==> src/rtl/irqagg_pkg.sv <==
package irqagg_pkg;
  localparam int unsigned CSR_W      = 32;
  // word indices (byte offset >> 2)
  localparam int unsigned IDX_CTRL   = 0;
  localparam int unsigned IDX_ENABLE = 1;
  localparam int unsigned IDX_STATUS = 2;
  localparam int unsigned IDX_CLEAR  = 3;
  localparam int unsigned IDX_POLAR  = 4;
  // control register fields
  localparam int unsigned BIT_MASTER = 31;
  localparam int unsigned BIT_EDGE   = 30;

  typedef enum logic [2:0] {
    SEL_CTRL, SEL_ENABLE, SEL_STATUS, SEL_CLEAR, SEL_POLAR, SEL_NONE
  } reg_sel_e;
endpackage

==> src/rtl/irqagg_sync.sv <==
module irqagg_sync #(
  parameter int unsigned STAGES = 2
) (
  input  logic clk,
  input  logic rst,
  input  logic d,
  output logic q
);
  logic [STAGES-1:0] chain;

  always_ff @(posedge clk) begin
    if (rst) chain <= '0;
    else     chain <= {chain[STAGES-2:0], d};
  end

  assign q = chain[STAGES-1];
endmodule

==> src/rtl/irqagg_line.sv <==
module irqagg_line #(
  parameter int unsigned SYNC_STAGES = 2
) (
  input  logic clk,
  input  logic rst,
  input  logic raw,
  input  logic active_high,
  input  logic edge_mode,
  input  logic clr,
  output logic pending
);
  logic synced;
  logic active;
  logic active_d;
  logic set_cond;

  irqagg_sync #(.STAGES(SYNC_STAGES)) u_sync (
    .clk (clk),
    .rst (rst),
    .d   (raw),
    .q   (synced)
  );

  assign active   = active_high ? synced : ~synced;
  assign set_cond = edge_mode ? (active & ~active_d) : active;

  always_ff @(posedge clk) begin
    if (rst) begin
      active_d <= 1'b0;
      pending  <= 1'b0;
    end else begin
      active_d <= active;
      // a set on the same edge outranks the clear
      pending  <= set_cond | (pending & ~clr);
    end
  end
endmodule

==> src/rtl/irqagg_regs.sv <==
module irqagg_regs
  import irqagg_pkg::*;
#(
  parameter int unsigned NUM_LINES = 18,
  parameter int unsigned ADDR_W    = 8
) (
  input  logic                 clk,
  input  logic                 rst,
  input  logic [ADDR_W-1:0]    bus_addr,
  input  logic                 bus_wr,
  input  logic [CSR_W-1:0]     bus_wdata,
  output logic [CSR_W-1:0]     bus_rdata,
  input  logic [NUM_LINES-1:0] status,
  output logic                 master_en,
  output logic                 edge_mode,
  output logic [NUM_LINES-1:0] enable,
  output logic [NUM_LINES-1:0] polarity,
  output logic [NUM_LINES-1:0] clr_mask
);
  localparam int unsigned WIDX_W = ADDR_W - 2;
  localparam int unsigned PAD_W  = CSR_W - NUM_LINES;

  logic [WIDX_W-1:0] widx;
  reg_sel_e          sel;
  logic              unused_bus;

  assign widx       = bus_addr[ADDR_W-1:2];
  assign unused_bus = ^{bus_addr[1:0], bus_wdata};

  always_comb begin
    if      (widx == WIDX_W'(IDX_CTRL))   sel = SEL_CTRL;
    else if (widx == WIDX_W'(IDX_ENABLE)) sel = SEL_ENABLE;
    else if (widx == WIDX_W'(IDX_STATUS)) sel = SEL_STATUS;
    else if (widx == WIDX_W'(IDX_CLEAR))  sel = SEL_CLEAR;
    else if (widx == WIDX_W'(IDX_POLAR))  sel = SEL_POLAR;
    else                                  sel = SEL_NONE;
  end

  always_ff @(posedge clk) begin
    if (rst) begin
      master_en <= 1'b0;
      edge_mode <= 1'b0;
      enable    <= '0;
      polarity  <= '1;
    end else if (bus_wr) begin
      case (sel)
        SEL_CTRL: begin
          master_en <= bus_wdata[BIT_MASTER];
          edge_mode <= bus_wdata[BIT_EDGE];
        end
        SEL_ENABLE: enable   <= bus_wdata[NUM_LINES-1:0];
        SEL_POLAR:  polarity <= bus_wdata[NUM_LINES-1:0];
        default: ;
      endcase
    end
  end

  assign clr_mask = (bus_wr && sel == SEL_CLEAR) ? bus_wdata[NUM_LINES-1:0] : '0;

  always_comb begin
    bus_rdata = '0;
    case (sel)
      SEL_CTRL: begin
        bus_rdata[BIT_MASTER] = master_en;
        bus_rdata[BIT_EDGE]   = edge_mode;
      end
      SEL_ENABLE: bus_rdata = {{PAD_W{1'b0}}, enable};
      SEL_STATUS: bus_rdata = {{PAD_W{1'b0}}, status};
      SEL_POLAR:  bus_rdata = {{PAD_W{1'b0}}, polarity};
      default:    bus_rdata = '0;
    endcase
  end
endmodule

==> src/rtl/irq_aggregator.sv <==
module irq_aggregator
  import irqagg_pkg::*;
#(
  parameter int unsigned NUM_LINES   = 18,
  parameter int unsigned ADDR_W      = 8,
  parameter int unsigned SYNC_STAGES = 2
) (
  input  logic                 clk,
  input  logic                 rst,
  input  logic [ADDR_W-1:0]    bus_addr,
  input  logic                 bus_wr,
  input  logic [CSR_W-1:0]     bus_wdata,
  output logic [CSR_W-1:0]     bus_rdata,
  input  logic [NUM_LINES-1:0] irq_req,
  output logic                 irq_out
);
  logic                 master_en;
  logic                 edge_mode;
  logic [NUM_LINES-1:0] en_q;
  logic [NUM_LINES-1:0] pol_q;
  logic [NUM_LINES-1:0] clr_mask;
  logic [NUM_LINES-1:0] stat_vec;

  irqagg_regs #(.NUM_LINES(NUM_LINES), .ADDR_W(ADDR_W)) u_regs (
    .clk       (clk),
    .rst       (rst),
    .bus_addr  (bus_addr),
    .bus_wr    (bus_wr),
    .bus_wdata (bus_wdata),
    .bus_rdata (bus_rdata),
    .status    (stat_vec),
    .master_en (master_en),
    .edge_mode (edge_mode),
    .enable    (en_q),
    .polarity  (pol_q),
    .clr_mask  (clr_mask)
  );

  for (genvar i = 0; i < NUM_LINES; i++) begin : g_line
    irqagg_line #(.SYNC_STAGES(SYNC_STAGES)) u_line (
      .clk         (clk),
      .rst         (rst),
      .raw         (irq_req[i]),
      .active_high (pol_q[i]),
      .edge_mode   (edge_mode),
      .clr         (clr_mask[i]),
      .pending     (stat_vec[i])
    );
  end

  assign irq_out = master_en & |(en_q & stat_vec);
endmodule

==> config.mk <==
export PLATFORM = sky130hd
export DESIGN_NAME = irq_aggregator
export DESIGN_NICKNAME = d
export VERILOG_FILES = /design/src/rtl/irqagg_pkg.sv /design/src/rtl/irqagg_sync.sv /design/src/rtl/irqagg_line.sv /design/src/rtl/irqagg_regs.sv /design/src/rtl/irq_aggregator.sv
export SDC_FILE = /design/constraint.sdc
export NUM_CORES = 1
export LEC_CHECK = 0
export BUFFER_PORTS_ARGS = -buffer_cell sky130_fd_sc_hd__buf_2
export CELL_PAD_IN_SITES_DETAIL_PLACEMENT = 0
export CELL_PAD_IN_SITES_GLOBAL_PLACEMENT = 1
export CORE_MARGIN = 5
export CORE_UTILIZATION = 38
export DETAILED_ROUTE_END_ITERATION = 10
export GPL_ROUTABILITY_DRIVEN = 0
export PLACE_DENSITY = 0.83
export SKIP_CTS_REPAIR_TIMING = 1
export SLEW_MARGIN = 20
export SYNTH_ARGS = -nofsm -noshare
export SYNTH_HDL_FRONTEND = slang
export SYNTH_HIERARCHICAL = 1
export SYNTH_SLANG_ARGS = --single-unit
==> constraint.sdc <==
create_clock -name clk -period 1.5 [get_ports clk]
set_clock_uncertainty 0.1 [all_clocks]
set_input_delay 0.075 -clock clk [delete_from_list [all_inputs] [get_ports clk]]
set_output_delay 0.075 -clock clk [all_outputs]
set_load 0.01 [all_outputs]
After elaboration in Yosys (flattened, before gate mapping)
Index checks and enable logic that the tools add are counted.
Cells by class
  $add $sub $neg: 0
  $mul: 0
  divide/modulo/power cells: 0
  magnitude comparators: 0
  eq/ne operators: 8
  shift-type cells: 0
  multiplexer cells: 44
  bitwise logic cells: 110
  reduce and logical (&&, ||, !) cells: 7
Operator list (count)
  1-bit inverter: 54
  18-bit one-hot mux with 3 select lines: 1
  1-bit AND: 37
  1-bit 2-to-1 mux: 37
  18-bit AND: 1
  18-bit 2-to-1 mux: 1
  1-bit bitwise OR: 18
  18-bit OR reduction: 1
  6-bit by 2-bit == test with 1-bit output, second input constant: 2
  3-bit 2-to-1 mux: 4
  3-bit by 2-bit == test with 1-bit output, second input constant: 2
  6-bit by 1-bit == test with 1-bit output, second input constant: 1
  6-bit by 3-bit == test with 1-bit output, second input constant: 1
  6-bit logical NOT: 1
  2-bit AND reduction: 3
  3-bit by 1-bit == test with 1-bit output, second input constant: 1
  3-bit == test, second input constant: 1
  3-bit logical NOT: 1
  2-bit 2-to-1 mux: 1
  1-bit logical AND: 1
Storage, ports and cells
  bits in registers: 110
  bits in latches: 0
  RAM bits: 0
  bits in read-only memories: 0
  bits of input ports: 61
  output and inout port bits: 33
  word-level logic and storage cells: 227
  memories kept: 0

Longest topological paths before layout
  depth after elaboration: 12
  depth in mapped cells: 7
  depth with buffers taken out: 5

Hierarchy
Netlist, hierarchy kept.
Modules (own cells, without submodules)
  irqagg_regs: times used 1, cells an instance 277, area an instance 2318.5 um^2, sequential area each 760.7 um^2
  irqagg_line: times used 18, cells an instance 7, area an instance 72.6 um^2, sequential area each 40.0 um^2
  irqagg_sync: times used 18, cells an instance 4, area an instance 52.6 um^2, sequential area each 40.0 um^2
  irq_aggregator: times used 1, cells an instance 12, area an instance 108.9 um^2, sequential area each 0.0 um^2

Worst setup path before layout
OpenSTA, ideal clock, no wires.
  path type: input -> register
  start point: input bus_addr[7]
  end point: register g_line[10].u_line.pending
  library setup time: 0.117 ns
  arrival: 1.240 ns
  required time: 1.283 ns
  path slack: 0.042 ns
  cell stages on the path: 6
  buffers on the path: 1
  cell sequence: or3b_2 nor3_4 buf_4 and2_1 nor2_1 o2bb2ai_1
On the way
  cells in the longest elaborated chain, start to end: 12
  elaborated cells on any way between the ends: 16
  those cells by class: eq/ne: 5; mux: 6; bitwise: 3; reduce/logical: 2
Ends and longest elaborated chain
  start: declaration: RTL line irq_aggregator.sv:10  | input logic [ADDR_W-1:0] bus_addr,
  6-bit by 3-bit == test with 1-bit output: RTL line irqagg_regs.sv:35  | else if (widx == WIDX_W'(IDX_POLAR)) sel = SEL_POLAR;
  1-bit 2-to-1 mux: RTL line irqagg_regs.sv:35
  3-bit 2-to-1 mux: RTL line irqagg_regs.sv:34  | else if (widx == WIDX_W'(IDX_CLEAR)) sel = SEL_CLEAR;
  3-bit 2-to-1 mux: RTL line irqagg_regs.sv:33  | else if (widx == WIDX_W'(IDX_STATUS)) sel = SEL_STATUS;
  3-bit 2-to-1 mux: RTL line irqagg_regs.sv:32  | else if (widx == WIDX_W'(IDX_ENABLE)) sel = SEL_ENABLE;
  3-bit 2-to-1 mux (*): RTL line irqagg_regs.sv:31  | if (widx == WIDX_W'(IDX_CTRL)) sel = SEL_CTRL;
  3-bit by 2-bit == test with 1-bit output (*): RTL line irqagg_regs.sv:58  | assign clr_mask = (bus_wr && sel == SEL_CLEAR) ? bus_wdata[NUM_LINES-1:0] : '0;
  1-bit logical AND (*): RTL line irqagg_regs.sv:58
  18-bit 2-to-1 mux (*): RTL line irqagg_regs.sv:58
  net clr_mask[10]: RTL line irq_aggregator.sv:21  | logic [NUM_LINES-1:0] clr_mask;
  1-bit inverter (*): RTL line irqagg_line.sv:34  | pending <= set_cond | (pending & ~clr);
  1-bit AND (*): RTL line irqagg_line.sv:34
  1-bit bitwise OR (*): RTL line irqagg_line.sv:34
  end signal: assignment: RTL line irqagg_line.sv:34
  end: declaration: RTL line irqagg_line.sv:10  | output logic pending
The timed path passes the listed nets; every way through them passes the cells marked *.
A chain may end at the register's enable or synchronous reset.

Worst setup path after layout
  start point: register g_line[9].u_line.pending
  end point: output irq_out
On the way
  cells in the longest elaborated chain, start to end: 3
Ends and longest elaborated chain
  start: declaration: RTL line irqagg_line.sv:10
  start signal: assignment: RTL line irqagg_line.sv:34
  18-bit AND: RTL line irq_aggregator.sv:51  | assign irq_out = master_en & |(en_q & stat_vec);
  18-bit OR reduction: RTL line irq_aggregator.sv:51
  1-bit AND: RTL line irq_aggregator.sv:51
  end: declaration: RTL line irq_aggregator.sv:15  | output logic irq_out
No other way between the ends.

==> results.md <==
Status:
- The flow ran to the end, but the final reports show violations.
- The checks that failed: setup timing.

Synthesis:
- Summed over all instances, the cell type with the most area after synthesis is dfxtp_1.
- Ranked by instance count, the synthesized netlist is headed by dfxtp_1, nand2b_1, nor2b_1, nor2_1.
- The synthesized netlist devotes 16.60% of its cell area to compound gates.
- The mux contribution to synthesized area is 4.278%.
- For this run, the number of Yosys warnings is 6.
- Summing the areas of all and, or, nand and nor instances in the mapped netlist gives 22.06% of the synthesized area.
- The mapped netlist covers 4679 um^2.
- The synthesized netlist devotes 0% of its cell area to adder and majority cells.
- The sequential-to-total area share from yosys stat is 47.06%.
- The synthesized instance count is 487.
- The area share of the largest cell type after synthesis is 47.06%.
- Sorting the synthesized cells by area gives the leading types as dfxtp_1, nand2b_1, nor2b_1.
- The synthesized area divided by synthesized cell count is 9.609 um^2.
- Of all flip-flops after synthesis, the portion carrying an async set or reset was 0%.
- Counting flops and latches in the post-synthesis netlist gives 110.
- The distinct cell type count of the synthesized netlist is 39.
- The post-synthesis xor/xnor area fraction is 3.369%.
- For this run, the leading register cell type out of synthesis is dfxtp_1.
- The number of enable-type register cells in the synthesized netlist is 0.
- The cell with the most instances after synthesis is dfxtp_1.
- By area, the combinational part of the netlist is dominated by simple AND/OR/NAND/NOR gates.

Critical path:
- The combined buffer and inverter count along the critical path is 1.
- The capturing element of the worst setup path is irq_out.
- The cell family contributing the most delay on the critical path is compound AO/OA/AOI/OAI gates.
- In this run the critical register-to-register path is launched from u_regs/edge_mode.
- Counting cells, the worst reg-to-reg path comes to 3.
- The critical path arrival is 1.65 ns.
- The data required time of the worst path is 1.32 ns.
- In this run the critical register-to-register path is captured at g_line[1].u_line/pending.
- Setup slack on the worst reg-to-reg path comes out at 0.50 ns.
- STA classifies the critical path endpoint as an output port.
- Traced cell by cell, the critical path runs through a22o_1 > a221oi_2 > nand4_1 > o21a_1 > buf_2.
- The highest net fanout along the worst path is 2.
- The most critical setup path has its startpoint at g_line[9].u_line/pending.
- The type of the worst setup path is reg -> out.
- The critical path's slowest cell is dfxtp_2.
- The largest incremental delay on the critical path is 0.32 ns.
- The kind of start point of the critical path is a flip-flop.
- The critical path runs through a total of 5 cells.

Power and ir drop:
- Dividing total power by cell area gives a power density of 959.5 nW/um^2.
- The total design power is 0.005812 W.
- The peak supply drop is 549.5 uV.
- In this run the static leakage power is 2.437 nW.

Floorplanning:
- The core region is 12060 um^2.
- The boundary pin count is 94.
- The die footprint is 14630 um^2.
- The floorplan step set the die width to 121.0 um.
- The die is 121.0 um tall.
- The floorplan has 40 rows.
- The initial core utilization is 38.80%.

Clock network:
- TritonCTS built the clock tree.
- The clock tree synthesis step divided the H-tree into 3 levels.
- After clock tree synthesis, the clock-pin slew on the worst setup and hold paths is 0.07 ns.
- The number of buffers created by CTS is 9.
- The maximum root-to-sink buffer count is 2.
- The worst-skew pair later-pin latency is 0.34 ns.
- The root buffer cell is clkbuf_16.
- Clock tree synthesis found a total of 110 sinks.

Routing:
- The count of nets left with antenna violations after detail routing is 0.
- The first detailed-routing pass ran for 4 iterations.
- For this block, the routed nets add up to 11900 um of wire.
- The detailed-route via count is 3862.
- Dividing the detail-routed via count by the number of cells gives 4.958.
- The remaining design rule violation count is 0.
- In the final routed layout, each cell accounts on average for 15.27 um.
- The first routing iteration left 229 violations.

Worst hold path:
- The tightest min-delay check is of the in -> reg type.

Finish:
- The fraction of final layout cells with drive strength greater than 1 is 22.26%.
- The number of inserted filler cells in the final layout is 1110.
- Compared with the post-synthesis result, the final layout area differs by 29.44%.
- For this run, the post-layout net count is 668.
- The number of antenna diodes in the final layout is 0.

Global routing:
- For this run the aggregate overflow at the end of global routing stands at 0.
- The total track usage is 16.33%.
- The number of antenna violations at the first check in global routing is 0.
- The number of global-route vias before repair came to 3688.
- The pin count of the biggest net entering global routing is 37.
- The wire length of the first global-routing pass is 18860 um.

Timing:
- The minimum clock period is 1.827 ns.
- The final number of max-transition violations is 0.
- Setup repair after global routing could not meet its margin everywhere.
- The maximum frequency from static timing analysis is 547.3 MHz.
- The setup-violating endpoint count in the final report is 1.
- The hold violation count in the final report is 0.
- In the post-route analysis, the smallest setup slack over all paths is -0.3273 ns.
- The share of the clock period used by the worst path is 121.8%.

Placed design:
- The HPWL after detailed placement is 7908 um.
- The number of port buffers is 67.
- The worst slack at placement is -0.1210 ns.

Job:
- The number of max-cap violations is 0.
-- metal layers --
layer | wire, um | vias to the layer above | GRT usage, % | part of all wire (%)
li1 | - | 1896 | - | -
met4 | 256 | 0 | 6.586 | 2.2
met3 | 659 | 18 | 4.149 | 5.5
met1 | 5160 | 1831 | 20.32 | 43
met2 | 5823 | 117 | 26.95 | 49
met5 | 0 | - | 0 | 0
-- cell usage in the layout, fill, tap and decap left out, types with 3 or more instances in the layout --
master,count
dfxtp_1,104
buf_2,66
nand2b_1,40
dlygate4sd3_1,38
nor2_1,36
nor2b_1,36
buf_4,22
mux2i_1,20
and2_1,19
inv_1,19
a21o_1,18
xor2_1,18
o2bb2ai_1,18
a221o_1,18
o21ai_0,18
nand2_1,17
a31oi_1,13
nor3_2,12
conb_1,12
clkbuf_16,9
nor3_1,8
dfxtp_2,6
buf_12,5
a22oi_1,4
a41oi_1,4
clkbuf_1,3
and3_1,3
buf_6,3
-- state kept, by name, indices dropped and copies added (netlist names) --
register	cells
u_regs/polarity	18
g_line.u_line/u_sync/chain	36
g_line.u_line/active_d	18
u_regs/master_en	1
u_regs/edge_mode	1
u_regs/enable	18
g_line.u_line/pending	18
-- worst reg2reg max path, stage by stage, from the launching register on --
cell,delay (ns)
dfxtp_1,0.31
buf_4,0.19
a21o_1,0.17
o2bb2ai_1,0.14
-- power by group --
| group | switching [W] | internal [W] |
|---|---|---|
| logic | 0.000259 | 0.000276 |
| clock network | 0.000994 | 0.00121 |
| registers | 0.0000547 | 0.00302 |
-- per-stage QoR --
stage / setup TNS (ns) / hold WS, ns / utilization (%) / cells / area (um^2)
floorplan: 0 / 0.04661 / - / 498 / 4721
global placement: -2.548 / 0.1816 / 43.93 / 725 / 5299
detailed placement: -3.500 / 0.1886 / 43.93 / 725 / 5299
CTS: -2.129 / -0.1773 / 46.16 / 740 / 5568
global route: -0.6166 / 0.03542 / 50.22 / 779 / 6057
finish: -0.3273 / 0.02501 / 50.22 / 779 / 6057
-- cell families after synthesis --
group	Yosys count
other	1
XOR/XNOR	18
AO/OA/AOI/OAI	99
buffers and inverters	55
AND/OR/NAND/NOR	184
multiplexers	20
flip-flops	110
-- final cells by class --
cell class | count | area [um^2] | area share (%)
Multi-Input combinational cell | 333 | 2287 | 37.76
Inverter | 19 | 71.32 | 1.177
Clock buffer | 14 | 264.0 | 4.359
Sequential cell | 110 | 2210 | 36.48
Timing Repair Buffer | 134 | 1010 | 16.67
Tap cell | 168 | 210.2 | 3.470
Clock inverter | 1 | 5.005 | 0.08263
-- how the worst min path moves through the flow --
stage,to,slack [ns],depth (start not counted),startpoint
3_3_place_gp,g_line[9].u_line/u_sync/chain[0],0.18,2,irq_req[9]
2_1_floorplan,g_line[0].u_line/u_sync/chain[0],0.05,1,rst
3_5_place_dp,g_line[9].u_line/u_sync/chain[0],0.19,2,irq_req[9]
5_1_grt,g_line[13].u_line/u_sync/chain[1],0.04,2,rst
4_1_cts,g_line[13].u_line/u_sync/chain[0],-0.18,2,irq_req[13]
6_report,g_line[15].u_line/u_sync/chain[1],0.03,2,rst
No activity file was read; power rests on OpenSTA's default activity.
